<file path="config.mk">
export PLATFORM = sky130hd
export DESIGN_NAME = hour12_counter
export DESIGN_NICKNAME = d
export VERILOG_FILES = /design/src/rtl/hour12_pkg.sv /design/src/rtl/hour12_toggle_logic.sv /design/src/rtl/hour12_state_bank.sv /design/src/rtl/hour12_wrap_detect.sv /design/src/rtl/hour12_counter.sv
export SDC_FILE = /design/constraint.sdc
export NUM_CORES = 1
export LEC_CHECK = 0
export ABC_CLOCK_PERIOD_IN_PS = 1600
export BUFFER_PORTS_ARGS = -buffer_cell sky130_fd_sc_hd__buf_4
export CORE_AREA = 10 10 47 49
export DETAILED_ROUTE_END_ITERATION = 8
export DIE_AREA = 0 0 57 59
export PLACE_DENSITY_LB_ADDON = 0.05
export SYNTH_ARGS = -nofsm -noshare
export SYNTH_HDL_FRONTEND = slang
export SYNTH_SLANG_ARGS = --single-unit
</file>
<file path="constraint.sdc">
create_clock -name clk -period 1.6 [get_ports clk]
set_input_delay 0.32 -clock clk [delete_from_list [all_inputs] [get_ports clk]]
set_output_delay 0.32 -clock clk [all_outputs]
set_load 0.01 [all_outputs]
</file>
<file path="src/rtl/hour12_pkg.sv">
package hour12_pkg;

  localparam int CNT_W = 4;

  typedef logic [CNT_W-1:0] hour_t;

  localparam hour_t LAST_CODE  = 4'd12;
  localparam hour_t FIRST_CODE = 4'd1;

  // Toggle condition of each bit, from the present state.
  // Bit 0 is A (least significant), bit 3 is D.
  function automatic hour_t hour12_toggle_mask(input hour_t q);
    hour_t m;
    m[0] = 1'b1;
    m[1] = q[0];
    m[2] = (q[0] & q[1]) | (q[2] & q[3]);
    m[3] = (q[0] & q[1] & q[2]) | (q[2] & q[3]);
    return m;
  endfunction

  // Next state of a bank of toggle cells.
  function automatic hour_t hour12_apply(input hour_t q, input hour_t m, input logic en);
    hour_t n;
    for (int i = 0; i < CNT_W; i++) begin
      n[i] = (en & m[i]) ? ~q[i] : q[i];
    end
    return n;
  endfunction

endpackage

</file>
<file path="src/rtl/hour12_toggle_logic.sv">
module hour12_toggle_logic
  import hour12_pkg::*;
(
  input  hour_t state_i,
  output hour_t tog_o
);

  assign tog_o = hour12_toggle_mask(state_i);

endmodule

</file>
<file path="src/rtl/hour12_state_bank.sv">
module hour12_state_bank
  import hour12_pkg::*;
#(
  parameter hour_t RESET_CODE = FIRST_CODE
) (
  input  logic  clk,
  input  logic  rst,
  input  logic  en,
  input  hour_t tog_i,
  output hour_t state_o
);

  hour_t state_q;
  hour_t state_d;

  // One toggle cell per bit.
  for (genvar i = 0; i < CNT_W; i++) begin : g_cell
    assign state_d[i] = (en & tog_i[i]) ? ~state_q[i] : state_q[i];
  end

  always_ff @(posedge clk) begin
    if (rst) begin
      state_q <= RESET_CODE;
    end else begin
      state_q <= state_d;
    end
  end

  assign state_o = state_q;

endmodule

</file>
<file path="src/rtl/hour12_wrap_detect.sv">
module hour12_wrap_detect
  import hour12_pkg::*;
(
  input  hour_t state_i,
  input  logic  en,
  output logic  wrap_o
);

  assign wrap_o = en && (state_i == LAST_CODE);

endmodule

</file>
<file path="src/rtl/hour12_counter.sv">
module hour12_counter
  import hour12_pkg::*;
#(
  parameter hour_t RESET_CODE = FIRST_CODE
) (
  input  logic       clk,
  input  logic       rst,
  input  logic       cnt_en,
  output logic [3:0] count,
  output logic       wrap
);

  hour_t state_w;
  hour_t tog_w;
  logic  wrap_w;

  hour12_toggle_logic u_tog (
    .state_i (state_w),
    .tog_o   (tog_w)
  );

  hour12_state_bank #(
    .RESET_CODE (RESET_CODE)
  ) u_bank (
    .clk     (clk),
    .rst     (rst),
    .en      (cnt_en),
    .tog_i   (tog_w),
    .state_o (state_w)
  );

  hour12_wrap_detect u_wrap (
    .state_i (state_w),
    .en      (cnt_en),
    .wrap_o  (wrap_w)
  );

  assign count = state_w;
  assign wrap  = wrap_w;

endmodule

</file>
After elaboration in Yosys (flattened, before gate mapping)
Cells that the tools add are included.
{ "totals": {"output_inout_bits": 5, "elab_cells": 18, "register_bits": 4} }
{ "op_classes": {"reduce_logical": 1, "eq_ne": 1, "n_bitwise": 12} }
{ "ops": {"columns": ["operator", "n"], "rows": [
  ["1-bit AND", 6],
  ["4-bit == test, second input constant", 1],
  ["1-bit inverter", 4],
  ["1-bit OR", 2],
  ["1-bit logical AND", 1]
]} }

Logic depth before layout (Yosys ltp)
Gate-level depths: netlist (run 1).
{ "logic_depth": {"word_depth": 4, "ltp_mapped": 3, "ltp_nobuf": 3} }

Hierarchy
Synthesis (run 1) repeated with hierarchy kept, for this count alone.
{ "hier_totals": {"hier_cells": 25, "area_unflattened_um2": 232.7} }
{ "modules_own_cells": {"columns": ["module", "cells_each", "n_inst", "area_each_um2"], "rows": [
  ["hour12_state_bank", 17, 1, 181.4],
  ["hour12_toggle_logic", 6, 1, 38.8],
  ["hour12_wrap_detect", 2, 1, 12.5]
]} }

Least setup slack after synthesis (run 1)
No wires, ideal clock.
{ "synth_path": {"path_type": "flip-flop to output port", "startpoint": "register u_bank.state_q[2] (netlist: u_bank.state_o[2])", "endpoint": "output port wrap", "arrival_ps": 949, "required_ps": 1280, "path_buffers": 0, "path_stages_with_launch": 3, "path_slack_ps": 331, "cell_sequence": "dfxtp_1 -> nand2_2 -> nor4b_1"} }
{ "synth_between": {"elab_chain_cells": 2} }
{ "synth_lines": {"columns": ["element", "line", "text"], "rows": [
  ["from (decl)", "hour12_state_bank.sv:13", "hour_t state_q;"],
  ["from (signal assigned)", "hour12_state_bank.sv:25", "state_q <= state_d;"],
  ["4-bit == test", "hour12_wrap_detect.sv:9", "assign wrap_o = en && (state_i == LAST_CODE);"],
  ["1-bit logical AND", "hour12_wrap_detect.sv:9", null],
  ["to (decl)", "hour12_counter.sv:10", "output logic wrap"]
]} }
Every way passes these cells.

Worst setup path after layout (run 1)
Ends and elaborated chain as after synthesis.

==> summary.md, run 1 <==
| Metric | Value |
|---|---|
| Status | `finished clean` |
| Main combinational cell family by area after synthesis | `simple AND/OR/NAND/NOR gates` |
| Die W | `57 um` |
| All-layer global routing usage | `0.03451` |
| Placed cell area | `236.5 um2` |
| M1 wire length | `229 um` |
| Final-report setup violation count | `0` |
| CP Max Fanout | `4` |
| Die Y | `59 um` |
| Root buf cell | `clkbuf_4` |
| Flop2flop setup slack | `0.58 ns` |
| Yosys warns | `0` |
| Post-Syn Instances | `19` |
| Synth async-reset ratio | `0` |
| Sink Count | `4` |
| FF/Latch Area | `80.08 um2` |
| Max Used Layer | `met3` |
| Skew final | `0.004199 ns` |
| Num CTS Buffers | `3` |
| Latest clock arrival within the worst-skew pair | `0.23 ns` |
| XOR/XNOR Fraction of Synth Area | `0.05344` |
| Worst slew pin tran | `0.2500 ns` |
| Post-CTS resize count | `0` |
| Ranking of synthesized cells by area | `dfxtp_1 (49%), nand2_1 (6.9%), a21oi_1 (6.1%), nor4b_1 (5.3%), xor2_1 (5.3%)` |
| Clk buf depth | `2` |
| TritonRoute pass-1 iters | `1` |
| Post-route ant nets | `0` |
| Full die area | `3363 um2` |
| Initial core utilization | `0.1170` |
| Static leakage | `0.0001069 uW` |
| Antenna violations before repair | `0` |
| Final setup margin | `0.1930 ns` |
| Setup Buffers After CTS | `0` |
| Global-route wire length before repair | `814 um` |
| Synthesis-to-layout area growth | `61.83%` |
| Synth cell count leaders | `dfxtp_1 (4), nand2_1 (3), a21oi_1 (2), nor2_1 (2)` |
| # IOs | `8` |
| Met3 WL | `53 um` |
| Overflow after GRT | `0` |
| Count leader, synth | `dfxtp_1` |
| Tmin final | `1.407 ns` |
| Crit share post-route | `0.8793` |
| Mux cell area share after synthesis | `0` |
| Met2 WL | `206 um` |
| ANT cells | `0` |
| Largest net degree at the start of global routing | `8` |
| Max-slew headroom | `0.8331` |
| WP buf/inv | `1` |
| Crit. End Element | `primary output` |
| F_max | `710.8 MHz` |
| Row count | `14` |
| Post-synth top area cell | `dfxtp_1` |
| Fin cells | `45` |
| Placer Congestion | `0.5650` |
| Critical Path, Cell by Cell | `nand2_2 -> nor4b_2 -> buf_4` |
| # fillers | `167` |
| CTS clk-pin slew, worst paths | `0.04 ns` |
| Synth Area in Simple Gates | `0.3130` |
| Min-Delay Path Class | `input pin to flop` |
| Final Slew Violations | `0` |
| Hold Fails Final Rpt | `0` |
| CTS tree | `done` |
| Routed WL per cell | `10.87 um` |
| PortBufs | `7` |
| H-tree depth | `1` |
| Nets | `34` |
| Total core area | `1401 um2` |
| WL final | `489 um` |
| Pre-CTS setup slack | `0.3056 ns` |
| RSZ-0062 raised after global routing | `false` |
| Sequential area share after synthesis | `0.4885` |
| Share of layout cells above drive strength 1 | `0.4483` |
| Crit path DAT | `1.09 ns` |
| Top Family by Delay on Critical Path | `flip-flops` |
| Placed cells | `42` |
| Non-Filler Cell Area, Final | `265.3 um2` |
| Crit path kind | `flop to primary output` |
| Ys flop type | `dfxtp_1` |
| CTS Hold Bufs | `0` |
| Multi-input gate area | `90.09 um2` |
| Via count | `175` |
| DRC Markers | `0` |
| Max-capacitance violation count | `0` |
| Post-Syn Nets | `22` |
| Worst endpoint required time | `1.28 ns` |
| Top cell type's share of synthesized area | `0.4885` |
| Slowest stage delay, CP | `0.35 ns` |
| PwrDens | `1046 nW/um2` |
| Max FFs per register | `4` |
| Post-Synth Adder-Cell Area | `0` |
| Netlist cell types | `12` |
| VDD IR max | `215.4 uV` |
| Number of global-route vias before repair | `203` |
| TNS Setup | `0 ns` |
| Critical Path Start Type | `flop` |
| Cell area after synthesis | `163.9 um2` |
| Drt initial violations | `0` |
| Synth Area in Compound Gates | `0.1450` |
| Number of synthesized flops with an enable pin | `0` |
| Via density | `3.889` |
| CP max-delay cell | `dfxtp_1` |
| Seq cells post-synth | `4` |
| Mean post-synth cell area | `8.627 um2` |
final timing paths:
check	end	depth (start not counted)	startpoint
setup / recovery	wrap	3	u_bank.state_o[2]$_SDFFE_PP0P_
hold / removal	u_bank.state_o[3]$_SDFFE_PP0P_	2	rst
setup reg to reg	u_bank.state_o[3]$_SDFFE_PP0P_	3	u_bank.state_o[1]$_SDFFE_PP0P_
hold reg to reg	u_bank.state_o[3]$_SDFFE_PP0P_	2	u_bank.state_o[3]$_SDFFE_PP0P_
per-layer routing:
layer / global-route usage / up-vias
met3: 0.02575 / 0
met1: 0.03546 / 80
li1: - / 88
met4: 0.05034 / 0
met5: 0 / -
met2: 0.03566 / 7
logic make-up after synthesis:
group,count (synthesis)
XOR/XNOR,1
AND/OR/NAND/NOR,10
flip-flops,4
AO/OA/AOI/OAI,4
layout by cell type (no fill, tap or decap):
cell type,Yosys,layout
a21o_1,1,1
a21oi_1,2,2
a31oi_1,1,1
buf_4,0,7
clkbuf_4,0,3
dfxtp_1,4,4
nand2_1,3,3
nand2_2,1,1
nor2_1,2,2
nor3_1,1,1
nor4b_2,0,1
or2_2,1,1
or3_1,1,1
xor2_1,1,1
area by class of cell:
class                           count  area share
Timing Repair Buffer                7      0.1981
Tap cell                           16     0.07547
Clock buffer                        3     0.08491
Sequential cell                     4      0.3019
Multi-Input combinational cell     15      0.3396
worst register-to-register path, cell delays in order, from the launching register on:
cell and delay (ns):
dfxtp_1 0.45, nand2_1 0.07, or3_1 0.30, a21oi_1 0.12
through the flow:
step / hold WS [ns] / total power (uW) / utilization
after floorplan: 0.3891 / 134.6 / -
after CTS: 0.2810 / 285.1 / 0.1848
after detailed placement: 0.4919 / 156.6 / 0.1688
after global routing: 0.2865 / 297.0 / 0.1893
final: 0.2868 / 277.5 / 0.1893
after global placement: 0.4923 / 156.6 / 0.1688
where the power goes:
group	switching (uW)	leakage [uW]	internal [uW]
clock	38.7	0.0000138	83.7
combinational	16.5	0.0000602	19.8
sequential	11.4	0.0000329	107
(Power assumes the default switching activity.)
==> run 2: changes to the inputs <==
--- a/config.mk
+++ b/config.mk
@@ -9,2 +9,3 @@
 export BUFFER_PORTS_ARGS = -buffer_cell sky130_fd_sc_hd__buf_4
+export CAP_MARGIN = 20
 export CORE_AREA = 10 10 47 49
@@ -15,2 +16,3 @@
 export SYNTH_HDL_FRONTEND = slang
+export SYNTH_HIERARCHICAL = 1
 export SYNTH_SLANG_ARGS = --single-unit
==> constraint.sdc (replaced) <==
create_clock -name clk -period 1.6 [get_ports clk]
set_input_delay 0.48 -clock clk [delete_from_list [all_inputs] [get_ports clk]]
set_output_delay 0.48 -clock clk [all_outputs]
set_load 0.01 [all_outputs]
==> run 2 against run 1 <==
Against the previous run:
- clock-buffer cell count unchanged
- critical path depth stayed put
- largest power group unchanged
- critical path type unchanged
- non-clock buffer count grew 1
- clock skew is 0.0030 ns higher
- register-to-register slack got worse by 0.08 ns
==> summary.md, run 2 <==
| Metric | Value |
|---|---|
| Full die area | `3363 um2 (unchanged)` |
| Drt initial violations | `3 (+3)` |
| Antenna violations before repair | `0 (unchanged)` |
| Critical Path, Cell by Cell | `nand4b_1 -> nor2_1 -> buf_4` |
| Netlist cell types | `13 (+1)` |
| Count leader, synth | `a21oi_1` |
| Post-route ant nets | `0 (unchanged)` |
| Synth async-reset ratio | `0 (unchanged)` |
| # fillers | `169 (+1.2%)` |
| Post-CTS resize count | `0 (unchanged)` |
| VDD IR max | `283.2 uV (+31%)` |
| Latest clock arrival within the worst-skew pair | `0.23 ns (about the same)` |
| Top cell type's share of synthesized area | `0.3441 (-0.1445)` |
| TNS Setup | `0 ns (unchanged)` |
| TritonRoute pass-1 iters | `3 (+2)` |
| Crit path kind | `flop to primary output` |
| Via density | `4.102 (+5.5%)` |
| Number of global-route vias before repair | `216 (+6.4%)` |
| Max-capacitance violation count | `0 (unchanged)` |
| Most frequent cells in the layout | `buf_4 (8), a21oi_1 (5), dfxtp_1 (4)` |
| Hold Fails Final Rpt | `0 (unchanged)` |
| RSZ-0062 raised after global routing | `false` |
| Die W | `57 um (unchanged)` |
| Synthesis-to-layout area growth | `32.80%` |
| Cell area after synthesis | `232.7 um2 (+42%)` |
| PwrDens | `901.9 nW/um2 (-14%)` |
| Crit path DAT | `0.95 ns (-0.14 ns)` |
| F_max | `697.6 MHz (-1.8%)` |
| DRC Markers | `0 (unchanged)` |
| All-layer global routing usage | `0.03793 (+0.003419)` |
| Static leakage | `0.0001296 uW (+21%)` |
| Initial core utilization | `0.1661 (+0.04911)` |
| Post-DP HPWL | `426.3 um` |
| Die Y | `59 um (unchanged)` |
| Final core occ | `0.2205 (+0.03125)` |
| Crit share post-route | `0.8959 (+0.01654)` |
| FF/Latch Area | `80.08 um2 (unchanged)` |
| Skew final | `0.007229 ns (+0.003031 ns)` |
| Clk buf depth | `2 (unchanged)` |
| Mean post-synth cell area | `9.309 um2 (+7.9%)` |
| CTS tree | `done` |
| Share of layout cells above drive strength 1 | `0.3636 (-0.08464)` |
| Yosys warns | `6 (+6)` |
| Overflow after GRT | `0 (unchanged)` |
| Status | `finished clean` |
| Nets | `38 (+12%)` |
| ANT cells | `0 (unchanged)` |
| Final hold slack | `0.4336 ns (+0.1468 ns)` |
| Multi-input gate area | `126.4 um2 (+40%)` |
| Ranking of synthesized cells by area | `dfxtp_1 (34%), a21bo_1 (13%), a21oi_1 (11%), nand3b_1 (9.7%), buf_4 (6.5%)` |
| Largest net degree at the start of global routing | `10 (+2)` |
| WL final | `570 um (+17%)` |
| # IOs | `8 (unchanged)` |
| Min-Delay Path Class | `input pin to flop` |
| Max FFs per register | `4 (unchanged)` |
| CTS Hold Bufs | `0 (unchanged)` |
| Num CTS Buffers | `3 (unchanged)` |
| Setup Buffers After CTS | `0 (unchanged)` |
| Root buf cell | `clkbuf_4` |
| Via count | `201 (+15%)` |
| Synth cell count leaders | `a21oi_1 (5), dfxtp_1 (4), a21bo_1 (3), nand3b_1 (3), buf_4 (2)` |
| Post-Syn Nets | `28 (+27%)` |
| Number of synthesized flops with an enable pin | `0 (unchanged)` |
| Top Family by Delay on Critical Path | `flip-flops` |
| Post-synth top area cell | `dfxtp_1` |
| Worst endpoint required time | `1.12 ns (-0.16 ns)` |
| Global-route wire length before repair | `966 um (+19%)` |
| CP Max Fanout | `6 (+2)` |
| Final Slew Violations | `0 (unchanged)` |
| WP buf/inv | `1 (unchanged)` |
| Final-report setup violation count | `0 (unchanged)` |
| Routed WL per cell | `11.63 um (+7.0%)` |
| Ys flop type | `dfxtp_1` |
| PortBufs | `7 (unchanged)` |
| Slowest stage delay, CP | `0.39 ns (+0.04 ns)` |
| Post-Syn Instances | `25 (+6)` |
| Commonest non-fill, non-tap cell in the layout | `buf_4` |
| Sequential area share after synthesis | `0.3441 (-0.1445)` |
| H-tree depth | `1 (unchanged)` |
| Crit. End Element | `primary output` |
| Total core area | `1401 um2 (unchanged)` |
| Critical Path Start Type | `flop` |
| Sink Count | `4 (unchanged)` |
| Seq cells post-synth | `4 (unchanged)` |
| CTS clk-pin slew, worst paths | `0.04 ns (about the same)` |
| Row count | `14 (unchanged)` |
| CP max-delay cell | `dfxtp_1` |
| Tmin final | `1.433 ns (+0.02647 ns)` |
==> run 2: layer usage <==
metal / wire length, um / part of all wire / global-route usage
met4: 0 / 0 / 0.03020
met1: 251 / 0.44 / 0.03184
met2: 268 / 0.47 / 0.06047
met3: 50 / 0.088 / 0.02790
met5: 0 / 0 / 0
==> run 2: path summary, 6_finish.rpt <==
kind	from	to	slack (ns)	cells past startpoint
worst max-delay path	u_bank/state_o[2]$_SDFFE_PP0P_	wrap	0.17	3
worst min register to register	u_bank/state_o[3]$_SDFFE_PP0P_	u_bank/state_o[3]$_SDFFE_PP0P_	0.63	2
worst min-delay path	rst	u_bank/state_o[1]$_SDFFE_PP0P_	0.43	2
worst max register to register	u_bank/state_o[0]$_SDFFE_PP1P_	u_bank/state_o[2]$_SDFFE_PP0P_	0.50	4
==> run 2: cells by family after synthesis <==
group / Yosys count / share of synthesized area
and+or+nand+nor: 7 / 0.2043
other: 1 / 0.01611
AOI/OAI and AO/OA: 10 / 0.3226
DFF: 4 / 0.3441
buffers and inverters: 3 / 0.1129
==> run 2: where the power goes <==
| part | internal [uW] | switching [uW] | total, uW |
|---|---|---|---|
| Clock | 83.7 | 38.5 | 122 |
| Sequential | 106 | 6.73 | 113 |
| Combinational | 24.1 | 19.7 | 43.8 |
| Total | 214 | 64.9 | 279 |
==> run 2: final cells by class <==
cell class              instances  share of cell area
clock buffers                   3             0.07287
well taps                      16             0.06478
multi-input cells              18              0.4089
repair buffers                  8              0.1943
flip-flops and latches          4              0.2591
==> run 2: worst register-to-register path, cell delays in order, from the launching register on <==
cell     delay, ns
dfxtp_1       0.31
buf_4         0.16
a22o_1        0.24
a21bo_1       0.19
a21oi_1       0.12
==> run 2: stage by stage <==
step | instance area, um2 | worst slack, ns | std cells | power (uW)
after CTS | 309.0 | 0.1482 | 49 | 285.1
final | 309.0 | 0.1666 | 49 | 278.7
after detailed placement | 286.5 | 0.1854 | 46 | 157.8
after global routing | 309.0 | 0.08009 | 49 | 302.8
after floorplan | 232.7 | 0.3957 | 25 | 142.6
after global placement | 286.5 | 0.1873 | 46 | 156.5
==> run 3: changes to the inputs <==
SYNTH_HIERARCHICAL = unset   (was 1)
==> run 3 against run 2 <==
Against the previous run:
- largest cell class unchanged
- total power rose by 1.7%
- fmax fell by 4.5%
- clock power barely moved
==> summary.md, run 3 (same netlist as run 1, synthesis figures left out) <==
| Metric | Value |
|---|---|
| Max FFs per register | `4 (unchanged)` |
| RSZ-0062 raised after global routing | `false` |
| Critical Path Start Type | `input pin` |
| CTS Hold Bufs | `0 (unchanged)` |
| Antenna violations before repair | `0 (unchanged)` |
| Post-DP HPWL | `436.8 um (+2.5%)` |
| Crit path DAT | `1.02 ns (+0.07 ns)` |
| Final-report setup violation count | `0 (unchanged)` |
| Initial core utilization | `0.1170 (-0.04911)` |
| CP Max Fanout | `2 (-4)` |
| Static leakage | `0.0001208 uW (-6.9%)` |
| Clock share of power | `0.433 (-0.005)` |
| Min-Delay Path Class | `input pin to flop` |
| Num CTS Buffers | `3 (unchanged)` |
| PwrDens | `980.5 nW/um2 (+8.7%)` |
| Die W | `57 um (unchanged)` |
| Crit. End Element | `primary output` |
| Switch share | `0.2371 (+0.004325)` |
| Via count | `182 (-9.5%)` |
| Row count | `14 (unchanged)` |
| Most frequent cells in the layout | `buf_4 (10), nand2_1 (3), clkbuf_4 (3), dfxtp_1 (3)` |
| Nets | `37 (-2.6%)` |
| Global-route wire length before repair | `855 um (-11%)` |
| Largest net degree at the start of global routing | `7 (-3)` |
| Placer Congestion | `0.5910` |
| Synthesis-to-layout area growth | `76.34%` |
| TNS Setup | `0 ns (unchanged)` |
| Seq pwr share | `0.412 (+0.007)` |
| Latest clock arrival within the worst-skew pair | `0.23 ns (about the same)` |
| Fin cells | `48 (-2.0%)` |
| Clk buf depth | `2 (unchanged)` |
| All-layer global routing usage | `0.03796 (about the same)` |
| Final Slew Violations | `0 (unchanged)` |
| Combinational Power Share | `0.155 (-0.002)` |
| Placed cells | `45 (-2.2%)` |
| Total core area | `1401 um2 (unchanged)` |
| Root buf cell | `clkbuf_4` |
| # IOs | `8 (unchanged)` |
| Via density | `3.792 (-7.6%)` |
| H-tree depth | `1 (unchanged)` |
| WL final | `518 um (-9.1%)` |
| Routed WL per cell | `10.79 um (-7.2%)` |
| Share of layout cells above drive strength 1 | `0.5313 (+0.1676)` |
| PortBufs | `7 (unchanged)` |
| Status | `finished clean` |
| Overflow after GRT | `0 (unchanged)` |
| Post-route ant nets | `0 (unchanged)` |
| Hold Fails Final Rpt | `0 (unchanged)` |
| Post-CTS resize count | `1 (+1)` |
| Sink Count | `4 (unchanged)` |
| Commonest non-fill, non-tap cell in the layout | `buf_4` |
| Net Sw Power | `67.18 uW (+3.6%)` |
| Tmin final | `1.502 ns (+0.06832 ns)` |
| Max-capacitance violation count | `0 (unchanged)` |
| Drt initial violations | `0 (-3)` |
| DRC Markers | `0 (unchanged)` |
| Full die area | `3363 um2 (unchanged)` |
| Worst slew pin tran | `0.2400 ns` |
| TritonRoute pass-1 iters | `1 (-2)` |
| Max-slew headroom | `0.8398` |
| Crit path kind | `input pin to primary output` |
| Die Y | `59 um (unchanged)` |
| CTS clk-pin slew, worst paths | `0.04 ns (about the same)` |
| F_max | `665.9 MHz (-4.5%)` |
| Setup Buffers After CTS | `0 (unchanged)` |
| Skew final | `0.0005772 ns (-0.006652 ns)` |
| CTS tree | `done` |
| Crit share post-route | `0.9386 (+0.04270)` |
| Worst endpoint required time | `1.12 ns (about the same)` |
| Number of global-route vias before repair | `194 (-10%)` |
| ANT cells | `0 (unchanged)` |
| VDD IR max | `218.7 uV (-23%)` |
| Internal power | `216.2 uW (+1.1%)` |
## run 3: final cells by class
class | count | area (um2)
flip-flops and latches | 4 | 81.33
clock buffers | 3 | 22.52
well taps | 16 | 20.02
fillers | 169 | 1112
repair buffers | 10 | 75.07
multi-input cells | 15 | 90.09
## run 3: metrics by stage
step                      utilization  total power (uW)  cell area (um2)  hold WS [ns]  setup WS (ns)
after global routing           0.2063             303.5            289.0        0.4489        0.01624
final                          0.2063             283.4            289.0        0.4369        0.09826
after floorplan                     -             134.6            163.9        0.5011         0.1046
after global placement         0.1848             163.2            259.0        0.4948        0.02378
after detailed placement       0.1848             162.5            259.0        0.4837        0.01080
after CTS                      0.2054             292.3            287.8        0.4338        0.03853
## run 3: path summary, 6_finish.rpt
check	startpoint	end	slack, ns	cells past startpoint
worst max register to register	u_bank.state_o[2]$_SDFFE_PP0P_	u_bank.state_o[3]$_SDFFE_PP0P_	0.56	4
worst min-delay path	rst	u_bank.state_o[3]$_SDFFE_PP0P_	0.44	2
worst max-delay path	cnt_en	wrap	0.1	4
worst min register to register	u_bank.state_o[3]$_SDFFE_PP0P_	u_bank.state_o[3]$_SDFFE_PP0P_	0.48	2
## run 3: routing by layer
layer / global-route usage / vias to the layer above / routed length, um
met2: 0.04186 / 7 / 197
met5: 0 / - / 0
li1: - / 94 / -
met3: 0.03004 / 2 / 39
met4: 0.05034 / 0 / 5
met1: 0.03783 / 79 / 275
## run 3: worst max-delay path, stage by stage
cell     delay (ns)
buf_4          0.09
nand2_2        0.05
nor4b_2        0.24
buf_4          0.16
## run 3: power by group through the flow
| stage | combinational [uW] | sequential, uW | clock (uW) |
|---|---|---|---|
| final | 44.0 | 117 | 123 |
| after global routing | 49.7 | 118 | 135 |
| after CTS | 45.3 | 117 | 130 |
| after detailed placement | 44.8 | 118 | 0 |
| after global placement | 45.2 | 118 | 0 |
| after floorplan | 14.1 | 120 | 0 |
